[src/rtl/brres_pkg.sv]
package brres_pkg;

    localparam int unsigned ADDR_W = 32;

    typedef enum logic [1:0] {
        BK_REL     = 2'b00,
        BK_REL_LNK = 2'b01,
        BK_XCH     = 2'b10,
        BK_XCH_LNK = 2'b11
    } br_kind_e;

    typedef struct packed {
        logic [ADDR_W-1:0] pc;
        logic              lnk_we;
        logic [ADDR_W-1:0] lnk_val;
        logic              isa;
    } br_state_t;

endpackage

[src/rtl/br_tgt_calc.sv]
module br_tgt_calc
    import brres_pkg::*;
#(
    parameter int unsigned W     = ADDR_W,
    parameter int unsigned SHIFT = 2
) (
    input  logic [W-1:0] pc_i,
    input  logic [W-1:0] off_i,
    input  logic [W-1:0] reg_i,
    input  br_kind_e     kind_i,
    input  logic         src_reg_i,
    input  logic         isa_cur_i,
    output logic [W-1:0] tgt_o,
    output logic         isa_nxt_o
);
    logic [W-1:0] rel_tgt;
    logic [W-1:0] xch_tgt;

    assign rel_tgt = pc_i + (off_i << SHIFT);
    assign xch_tgt = {reg_i[W-1:1], 1'b0};

    always_comb begin
        tgt_o     = rel_tgt;
        isa_nxt_o = isa_cur_i;
        unique case (kind_i)
            BK_REL, BK_REL_LNK: begin
                tgt_o     = rel_tgt;
                isa_nxt_o = isa_cur_i;
            end
            BK_XCH: begin
                tgt_o     = xch_tgt;
                isa_nxt_o = reg_i[0];
            end
            BK_XCH_LNK: begin
                if (src_reg_i) begin
                    tgt_o     = xch_tgt;
                    isa_nxt_o = reg_i[0];
                end else begin
                    tgt_o     = rel_tgt;
                    isa_nxt_o = ~isa_cur_i;
                end
            end
            default: begin
                tgt_o     = rel_tgt;
                isa_nxt_o = isa_cur_i;
            end
        endcase
    end


    always_comb begin
        if (kind_i == BK_XCH) begin
            xch_even_chk: assert (tgt_o[0] == 1'b0);
        end
    end
endmodule

[src/rtl/br_link_calc.sv]
module br_link_calc
    import brres_pkg::*;
#(
    parameter int unsigned W    = ADDR_W,
    parameter int unsigned STEP = 4
) (
    input  logic [W-1:0] pc_i,
    input  br_kind_e     kind_i,
    output logic [W-1:0] seq_pc_o,
    output logic         lnk_req_o
);
    localparam logic [W-1:0] STEP_V = W'(STEP);

    assign seq_pc_o = pc_i + STEP_V;

    always_comb begin
        unique case (kind_i)
            BK_REL_LNK, BK_XCH_LNK: lnk_req_o = 1'b1;
            default:                lnk_req_o = 1'b0;
        endcase
    end
endmodule

[src/rtl/br_resolve.sv]
module br_resolve
    import brres_pkg::*;
#(
    parameter int unsigned  W        = ADDR_W,
    parameter int unsigned  SHIFT    = 2,
    parameter int unsigned  STEP     = 4,
    parameter logic [W-1:0] RESET_PC = '0
) (
    input  logic         clk_i,
    input  logic         rst_ni,
    input  logic         issue_i,
    input  logic [1:0]   kind_i,
    input  logic         src_reg_i,
    input  logic         cond_i,
    input  logic [W-1:0] pc_i,
    input  logic [W-1:0] off_i,
    input  logic [W-1:0] reg_i,
    output logic [W-1:0] next_pc_o,
    output logic         lnk_we_o,
    output logic [W-1:0] lnk_val_o,
    output logic         isa_o
);
    typedef struct packed {
        logic [W-1:0] pc;
        logic         lnk_we;
        logic [W-1:0] lnk_val;
        logic         isa;
    } res_t;

    localparam res_t RES_RST = '{pc: RESET_PC, lnk_we: 1'b0, lnk_val: '0, isa: 1'b0};

    br_kind_e     kind;
    logic [W-1:0] tgt;
    logic         isa_nxt;
    logic [W-1:0] seq_pc;
    logic         lnk_req;
    res_t         res_d;
    res_t         res_q;

    assign kind = br_kind_e'(kind_i);

    br_tgt_calc #(.W(W), .SHIFT(SHIFT)) u_tgt (
        .pc_i      (pc_i),
        .off_i     (off_i),
        .reg_i     (reg_i),
        .kind_i    (kind),
        .src_reg_i (src_reg_i),
        .isa_cur_i (res_q.isa),
        .tgt_o     (tgt),
        .isa_nxt_o (isa_nxt)
    );

    br_link_calc #(.W(W), .STEP(STEP)) u_lnk (
        .pc_i      (pc_i),
        .kind_i    (kind),
        .seq_pc_o  (seq_pc),
        .lnk_req_o (lnk_req)
    );

    always_comb begin
        res_d        = res_q;
        res_d.lnk_we = 1'b0;
        if (issue_i) begin
            if (cond_i) begin
                res_d.pc  = tgt;
                res_d.isa = isa_nxt;
                if (lnk_req) begin
                    res_d.lnk_we  = 1'b1;
                    res_d.lnk_val = seq_pc;
                end
            end else begin
                res_d.pc = seq_pc;
            end
        end
    end

    always_ff @(posedge clk_i or negedge rst_ni) begin
        if (!rst_ni) begin
            res_q <= RES_RST;
        end else begin
            res_q <= res_d;
        end
    end

    assign next_pc_o = res_q.pc;
    assign lnk_we_o  = res_q.lnk_we;
    assign lnk_val_o = res_q.lnk_val;
    assign isa_o     = res_q.isa;


    idle_hold_chk: assert property (@(posedge clk_i) disable iff (!rst_ni)
        !issue_i |=> ($stable(next_pc_o) && $stable(isa_o) && !lnk_we_o));


    cond_fail_chk: assert property (@(posedge clk_i) disable iff (!rst_ni)
        (issue_i && !cond_i) |=> (next_pc_o == $past(pc_i) + W'(STEP) && !lnk_we_o && $stable(isa_o)));


    lnk_src_chk: assert property (@(posedge clk_i) disable iff (!rst_ni)
        lnk_we_o |-> ($past(issue_i) && $past(cond_i) && $past(kind_i[0])));


    xch_state_chk: assert property (@(posedge clk_i) disable iff (!rst_ni)
        (issue_i && cond_i && kind_i == 2'b10) |=> (isa_o == $past(reg_i[0]) && !next_pc_o[0]));


    rel_state_chk: assert property (@(posedge clk_i) disable iff (!rst_ni)
        (issue_i && cond_i && !kind_i[1]) |=> $stable(isa_o));
endmodule

[config.mk]
export PLATFORM = sky130hd
export DESIGN_NAME = br_resolve
export DESIGN_NICKNAME = d
export VERILOG_FILES = /design/src/rtl/brres_pkg.sv /design/src/rtl/br_tgt_calc.sv /design/src/rtl/br_link_calc.sv /design/src/rtl/br_resolve.sv
export SDC_FILE = /design/constraint.sdc
export NUM_CORES = 1
export LEC_CHECK = 0
export BUFFER_PORTS_ARGS = -buffer_cell sky130_fd_sc_hd__clkbuf_2
export CAP_MARGIN = 20
export CORE_MARGIN = 2
export CORE_UTILIZATION = 45
export CTS_CLUSTER_SIZE = 28
export DETAILED_ROUTE_END_ITERATION = 8
export PLACE_DENSITY = 0.73
export SYNTH_ARGS = -nofsm -noshare
export SYNTH_HDL_FRONTEND = slang
export SYNTH_SLANG_ARGS = --single-unit
[constraint.sdc]
create_clock -name clk_i -period 1.2 [get_ports clk_i]
set_input_delay 0.24 -clock clk_i [delete_from_list [all_inputs] [get_ports clk_i]]
set_output_delay 0.24 -clock clk_i [all_outputs]
set_load 0.03 [all_outputs]
==> results of run 1 <==
[power breakdown]
| part | internal, mW | switching, mW | leakage, nW |
|---|---|---|---|
| Clock | 0.973 | 1.04 | 0.0962 |
| Combinational | 2.16 | 2.80 | 3.60 |
| Sequential | 2.56 | 0.255 | 0.796 |
| Total | 5.69 | 4.09 | 4.49 |
[how the worst min path moves through the flow]
stage | end | cells past startpoint | slack (ns)
floorplan | isa_o | 0 | -0.06
global placement | lnk_val_o[4] | 2 | 0.23
detailed placement | next_pc_o[3] | 2 | 0.24
CTS | isa_o | 2 | 0.10
global route | isa_o | 2 | 0.12
finish | isa_o | 2 | 0.11
[cell usage in the layout (no fill, tap or decap), types with 18 or more instances in the layout]
master,synthesis,layout
o21ai_0,64,18
clkbuf_2,0,104
nand2_1,91,81
nor2_1,53,42
dfrtp_1,66,66
a21oi_1,46,30
o21ai_2,0,18
buf_2,3,19
buf_6,0,49
buf_4,0,206
o21ai_1,2,29
[logic make-up after synthesis]
family,share of synthesized area (%)
fa+ha+maj,7.890
mux,2.772
flops,32.96
buf+inv,3.670
compound gates,25.79
xor+xnor,8.389
simple gates,18.53
[layer usage]
layer  vias up  global-route usage (%)  share of wire, %
met2       638                   60.80                46
li1       2990                       -                 -
met1      3386                   46.46                34
met5         -                       0                 0
met3       235                   7.054                11
met4         0                   18.90               8.9
[metrics by stage]
stage	setup WS, ns	instances
final	-1.091	1145
after global placement	-1.285	1084
after floorplan	-1.104	616
after CTS	-0.8526	1124
after detailed placement	-1.350	1084
after global routing	-1.122	1145
[cell type report]
class	instances	area, µm²
inverters	19	75.07
multi-input cells	502	4329
repair buffers	402	3052
clock buffers	9	123.9
flip-flops and latches	66	1652
well taps	140	175.2
clock inverters	7	76.32
fillers	504	1358
[state kept, by name, summed over array words and instances (netlist names)]
name,cells
lnk_val_o,32
next_pc_o,32
isa_o,1
lnk_we_o,1
[repair_timing]
item / in CTS / in global routing
endpoints found under the hold margin: 66 / 0
setup endpoints to repair: 68 / 102
hold buffers: 1 / 0
pin swaps: 60 / 70
setup buffers: 24 / 31
resized for setup: 160 / 188
[critical path, stage by stage]
cell,delay (ns)
buf_8,0.08
ha_4,0.14
inv_2,0.04
fa_2,0.36
nor2b_4,0.13
o31a_1,0.25
a41oi_2,0.25
o31ai_4,0.34
o31a_1,0.25
a41oi_2,0.13
xor2_1,0.17
a21oi_1,0.19
==> run metrics, run 1 <==
Final setup viols 70; Initial DRC Count approximately 850; Vias/cell ~6.3; Req. time, crit path between 1 and 1.5 ns; clk_skew 0 ns; EDFF count, synth 0; CP Launch Type primary input; Worst R2R Start next_pc_o[22]; HP Class in2reg; HPWL Detailed about 16 mm; Clock Tree Root clkbuf_8; total track usage between 30% and 40%; Max clock buf depth 2; synthesis-to-layout area growth 89.24%; Die ar. between 10000 and 15000 µm²; Clock Latency Late Sink between 0.3 and 0.4 ns; post-synth top area share approximately 33%; Antenna diodes 0; outcome complete, but fails checks; Synth Flop Type dfrtp_1; Nets approximately 1100; setup TNS -31.08 ns; worst setup path start pc_i[2]; max-slew violations 0; syn_nets 750; cell row count 38; Die Y 109.5 µm; Post-DP Area 7694 µm²; Worst Setup End Kind register; core area between 10000 and 15000 µm²; Synth Area per Inst between 8 and 9 µm²; Area contributors post-synth dfrtp_1 (33%), ha_1 (7.5%), nand2_1 (6.8%); Initial DRT Pass Iterations 5; first-pass GRT wire length about 34 mm; fin crit share 190.9%; Worst R2R End next_pc_o[22]; most common cell in the netlist nand2_1; synth warn 0; Port Buffers 166; routability cong. 0.9800; Relative slew margins about three fifths; r2r worst-path depth 3; asr flop ratio synth 100.0%; TritonCTS clock tree yes; gr ovfl total 0; Reg2Reg Setup Slack around 0.19 ns; Top Ports ~170; synthesized cell area 5011 µm²; H-tree Lvls 3; Final WS setup -1.091 ns; wire length after detailed routing roughly 27 mm; Tmin final about 2.3 ns; WL/cell around 24 µm; drt drc 0; share of layout cells above drive strength 1 between 50% and 60%; post-route ant nets 0; Final Hold Fails 0; largest net degree at the start of global routing 44; worst hold slack around 0.11 ns; VDD IR max 0.8107 mV; antenna violations before repair 0; Gate Count Post-Synth approximately 620; WS Path Type in2reg; Power, Total approximately 9.8 mW; MaxCap Viol Count 0; register area share after synthesis around 33%; leak pwr roughly 4.5 nW; starting density of the core ~46%; Final Instance Area approximately 9500 µm²; Inserted Clock Buffers 9; Num Clock Sinks 66; top post-synthesis cells by count nand2_1 (91), dfrtp_1 (66), o21ai_0 (64); Max Clk Rate around 440 MHz; detailed-route via count 7249; dominant cell type by area after synthesis dfrtp_1; Worst EP arrival roughly 2.6 ns; RSZ-0062 raised after global routing yes; worst-path maximum fanout 3; violated checks setup timing; HP Start kind_i[1]; Power Density 1032 nW/µm²; Worst-Margin Slew between 0.5 and 0.6 ns; vias in the first global route roughly 6600; clk slew on worst S/H paths 0.08 ns; CP endpoint next_pc_o[30]; utilization after layout around 87%; Yosys reg bits 66; die width 109.5 µm; Distinct cells, synth between 60 and 70
Note: power is estimated with default switching activity, not from simulation.
==> run 2: changes to the inputs <==
- GPL_TIMING_DRIVEN: unset -> 0
==> run 2 against run 1 <==
  * The run still ends with setup timing left
  * Critical path type unchanged
  * Critical endpoint unchanged
  * Register-to-register slack gained 0.02 ns
  * Final cell count decreased by 12%
  * Core utilization is 11 points lower
  * Maximum frequency decreased by 3.7%
==> run metrics, run 2 (synthesis results as in run 1) <==
TritonCTS clock tree yes; Power Density 1099 nW/µm²; Critical-path top delay cell a41oi_4; Tmin final around 2.4 ns; die width approximately 110 µm; MaxCap Viol Count 0; Final WS setup -1.179 ns; clk slew on worst S/H paths roughly 0.080 ns; Post-Layout Cell Count about 1000; CP Buf/Inv Count 3; Antenna diodes 0; worst-path maximum fanout 3; CP Launch Type primary input; Top Ports about 170; post-route ant nets 0; WL/cell approximately 22 µm; Clock Latency Late Sink 0.36 ns; Initial DRT Pass Iterations 6; HP Class in2async; critical-path cell list clkbuf_16, ha_4, inv_2, fa_2, nor2b_4, o31a_1, a41oi_4, o31ai_2, o31a_1, buf_4, a41oi_2, xor2_2, a21oi_1; most used cell along the critical path o31a_1; Num Clock Sinks 66; max-slew violations 0; Nets 995; H-tree Lvls 3; most common cell after layout, fill and taps aside clkbuf_2; fillers 743; Worst-Margin Slew about 0.9 ns; total track usage between 30% and 40%; Worst Setup End Kind register; Worst EP arrival between 2 and 3 ns; outcome complete, but fails checks; synthesis-to-layout area growth 64.42%; cell row count 38; Port Buffers between 150 and 200; core area between 10000 and 15000 µm²; fin crit share 198.3%; Req. time, crit path 1.41 ns; Max clock buf depth 2; Vias/cell 6.141; most frequent cells in the layout clkbuf_2 (118), nand2_1 (83), dfrtp_1 (66), buf_4 (62), nor2_1 (47); starting density of the core 46.23%; utilization after layout roughly 76%; Clock Tree Root clkbuf_8; largest net degree at the start of global routing 67; share of layout cells above drive strength 1 between 40% and 50%; VDD IR max ~0.70 mV; vias in the first global route 5796; Inserted Clock Buffers 9; RSZ-0062 raised after global routing yes; Die Y 109.5 µm; Max Clk Rate around 420 MHz; placed cells between 900 and 1000; clk_skew 0 ns; routability cong. roughly 0.96; Final setup viols 48; WS Path Type in2reg; Die ar. roughly 12000 µm²; gr ovfl total 0; detailed-route via count 6178; Worst path max stage delay roughly 0.32 ns; leak pwr about 3.7 nW; Relative slew margins around two fifths; drt drc 0; first-pass GRT wire length between 30 and 40 mm; Initial DRC Count around 570; wire length after detailed routing roughly 22 mm; Final Hold Fails 0; CP top delay family compound AO/OA/AOI/OAI gates; antenna violations before repair 0; violated checks setup timing; Reg2Reg Setup Slack roughly 0.21 ns; HPWL Detailed ~15 mm
## run 2: power breakdown
group,switching (mW),total [mW],leakage (nW),internal (mW)
Clock,0.985,1.94,0.0873,0.950
Combinational,2.54,4.32,2.81,1.78
Sequential,0.241,2.80,0.796,2.56
Total,3.77,9.06,3.69,5.29
## run 2: timing repair
action	4_1_cts	5_1_grt
gates resized for setup	152	149
pin swaps	60	45
hold buffers	0	0
endpoints found under the setup margin	70	90
setup buffers	42	36
## run 2: through the flow
stage / setup TNS (ns) / instance area [µm²] / setup slack (ns) / total power, mW / hold slack, ns
final: -27.06 / 8239 / -1.179 / 9.057 / 0.03366
after global placement: -88.72 / 6442 / -1.758 / 6.008 / 0.4633
after floorplan: -22.32 / 5441 / -1.104 / 4.916 / -0.05559
after detailed placement: -54.83 / 6445 / -1.748 / 6.075 / 0.4504
after global routing: -28.71 / 8239 / -1.213 / 9.398 / 0.1126
after CTS: -22.27 / 7632 / -1.060 / 8.447 / 0.07413
## run 2: path summary, 6_finish.rpt
kind	end	cells after the start	startpoint
setup / recovery	next_pc_o[30]	13	pc_i[2]
hold / removal	next_pc_o[3]	1	rst_ni
setup reg to reg	next_pc_o[22]	3	next_pc_o[22]
hold reg to reg	lnk_val_o[31]	2	lnk_val_o[31]
max in group asynchronous	lnk_val_o[13]	1	rst_ni
min in group clk_i	isa_o	2	kind_i[1]
## run 2: final cells by class
type / count / area [µm²] / area share, %
clock buffer: 9 / 123.9 / 1.503
sequential: 66 / 1652 / 20.05
clock inverter: 7 / 70.07 / 0.8504
timing repair buffer: 238 / 1734 / 21.05
tap: 140 / 175.2 / 2.126
buffer: 25 / 183.9 / 2.232
multi-input combinational: 502 / 4222 / 51.24
inverter: 19 / 78.83 / 0.9567
## run 2: routing by layer
layer / share of wire (%) / global-route usage [%] / up-vias / routed length, µm
met5: 0 / 0 / - / 0
met4: 4.6 / 13.65 / 0 / 1003
met3: 9.7 / 6.580 / 106 / 2122
met2: 47 / 55.78 / 434 / 10310
met1: 38 / 44.99 / 2930 / 8362
li1: - / - / 2708 / -
## run 2: worst reg2reg max path, stage by stage (launching register included)
cell and delay (ns):
dfrtp_1 0.41, buf_4 0.15, a211oi_1 0.25, a21oi_1 0.07
==> run 3: changes to the inputs <==
- BUFFER_PORTS_ARGS: -buffer_cell sky130_fd_sc_hd__clkbuf_2 -> unset
- DONT_BUFFER_PORTS: unset -> 1
- PLACE_DENSITY: 0.73 -> unset
==> run 3 against run 2 <==
  * The run ends with hold timing, setup timing left
  * Clock skew stayed put
  * Clock-buffer cell count is 1 higher
  * Clock power is 9% lower
  * First-iteration DRC count is 19% lower
  * Sequential share of layout area is 4.6 points higher
  * Non-clock buffer count is 201 lower
  * Combinational power is 46% lower
  * Via count is 17% lower
  * Hold slack worse by 0.47 ns
  * Highest routed layer unchanged
==> run metrics, run 3 (synthesis results as in run 1) <==
die width 109.5 µm; Reg2Reg Setup Slack 0.17 ns; pre-CTS setup slack -1.391 ns; Power Density between 1000 and 1500 nW/µm²; Req. time, crit path between 1 and 1.5 ns; Worst EP arrival between 2 and 2.5 ns; vias in the first global route about 5100; HPWL Detailed roughly 14 mm; max-slew violations 0; worst hold slack -0.4337 ns; Max Clk Rate around 480 MHz; detailed-route via count 5124; clk_skew 0 ns; Sequential Power Share a little under half; Top Ports 169; Relative slew margins about 36%; fin crit share 173.8%; cell row count 38; Worst path max stage delay between 0.3 and 0.4 ns; largest net degree at the start of global routing 67; starting density of the core between 40% and 50%; gr ovfl total 0; Die ar. 12000 µm²; WS Path Type in2reg; H-tree Lvls 3; WL/cell between 20 and 25 µm; RSZ-0062 raised after global routing yes; placed cells approximately 760; HP Class in2async; core area 10840 µm²; Port Buffers 0; first-pass GRT wire length about 29 mm; Nets a little under 800; Num Clock Sinks between 60 and 70; r2r worst-path depth 2; CP Launch Type primary input; switching share of power around 42%; Critical-path top delay cell o31a_1; fillers between 900 and 1000; Antenna diodes 0; multi-input logic area around 4000 µm²; post-route ant nets 0; worst setup path start pc_i[2]; Worst-Margin Slew 0.9512 ns; antenna violations before repair 0; Reg area ~1700 µm²; drt drc 0; Inserted Clock Buffers 9; routability cong. around 0.95; wire length after detailed routing 19.96 mm; clk slew on worst S/H paths 0.09 ns; Initial DRT Pass Iterations 4; Clock Tree Root clkbuf_8; Power, Total roughly 7.6 mW; setup TNS -16.75 ns; Clock Latency Late Sink about 0.36 ns; Worst R2R End next_pc_o[26]; Max clock buf depth 2; CTS Hold Bufs 2; worst-path maximum fanout 5; Final WS setup -0.8851 ns; MaxCap Viol Count 0; CP endpoint next_pc_o[30]; TritonCTS clock tree yes; Pint approximately 4.4 mW; total track usage between 30% and 40%; Final Instance Area around 6700 µm²; leak pwr approximately 2.7 nW; Comb pwr share approximately 31%; synthesis-to-layout area growth 33.71%; Initial DRC Count 461; violated checks hold timing, setup timing; critical-path cell list ha_4, inv_2, fa_2, nor2b_4, o31a_1, a41oi_4, o31ai_4, o31a_1, a41oi_1, xor2_1, a21oi_1; most frequent cells in the layout nand2_1 (86), dfrtp_1 (66), nor2_1 (49), o21ai_0 (35), a21oi_1 (30); Worst R2R Start next_pc_o[26]; Post-Layout Cell Count 805; most used cell along the critical path o31a_1; Worst Setup End Kind register; Vias/cell about 6.4; Sw Pwr approximately 3.2 mW; Tmin final between 2 and 2.5 ns; VDD IR max ~0.62 mV; Post-DP Area 5617 µm²; share of layout cells above drive strength 1 between 30% and 40%; outcome complete, but fails checks; Final Hold Fails 66; most common cell after layout, fill and taps aside nand2_1; clock share of power 23.0%; Die Y ~110 µm; Final setup viols between 40 and 50
[run 3: area by class of cell]
cell class / instances / area share, %
Buffer: 23 / 2.614
Clock buffer: 10 / 2.054
Clock inverter: 6 / 0.4855
Inverter: 19 / 1.120
Multi-Input combinational cell: 502 / 61.34
Sequential cell: 66 / 24.65
Tap cell: 140 / 2.614
Timing Repair Buffer: 39 / 5.117
[run 3: per-stage QoR]
step	hold slack [ns]	util (%)
after global placement	-0.05403	51.81
after detailed placement	-0.05421	51.81
final	-0.4337	61.81
after floorplan	-0.05559	-
after global routing	-0.4440	61.81
after CTS	-0.4435	59.66
[run 3: routing by layer]
| metal | share of wire, % | routed length (µm) | track usage (%) |
|---|---|---|---|
| met5 | 0 | 0 | 0 |
| met2 | 45 | 9075 | 50.66 |
| met4 | 2.7 | 535 | 11.48 |
| met1 | 43 | 8580 | 44.53 |
| met3 | 8.9 | 1770 | 7.528 |
[run 3: critical path: cells and delay by family]
| family | cells | cell delay, ns |
|---|---|---|
| xor gates and xnor gates | 1 | 0.18 |
| adders and majority gates | 2 | 0.35 |
| AOI/OAI and AO/OA | 6 | 1.41 |
| and+or+nand+nor | 1 | 0.05 |
| buffers and inverters | 1 | 0.05 |
[run 3: repair_timing]
action | 4_1_cts | 5_1_grt
cloned | 0 | 0
gates resized for setup | 91 | 52
buffers inserted | 29 | 10
pin swaps | 45 | 34
setup endpoints to repair | 48 | 52
endpoints found under the hold margin | 68 | 66
[run 3: worst min path at each step]
stage                      start            end  slack [ns]  cells past startpoint
after floorplan           rst_ni          isa_o       -0.06                      0
after global placement    rst_ni   lnk_val_o[3]       -0.05                      0
after detailed placement  rst_ni   lnk_val_o[3]       -0.05                      0
after CTS                 rst_ni  next_pc_o[30]       -0.44                      0
after global routing      rst_ni   lnk_val_o[3]       -0.44                      0
final                     rst_ni  next_pc_o[30]       -0.43                      0
[run 3: power by group through the flow]
stage                     Clock, mW  Combinational [mW]  Sequential (mW)
final                          1.76                2.34             3.53
after CTS                      1.75                2.16             3.53
after global routing           1.85                2.54             3.57
after detailed placement          0                1.86             3.58
after floorplan                   0                1.45             3.47
after global placement            0                1.83             3.57
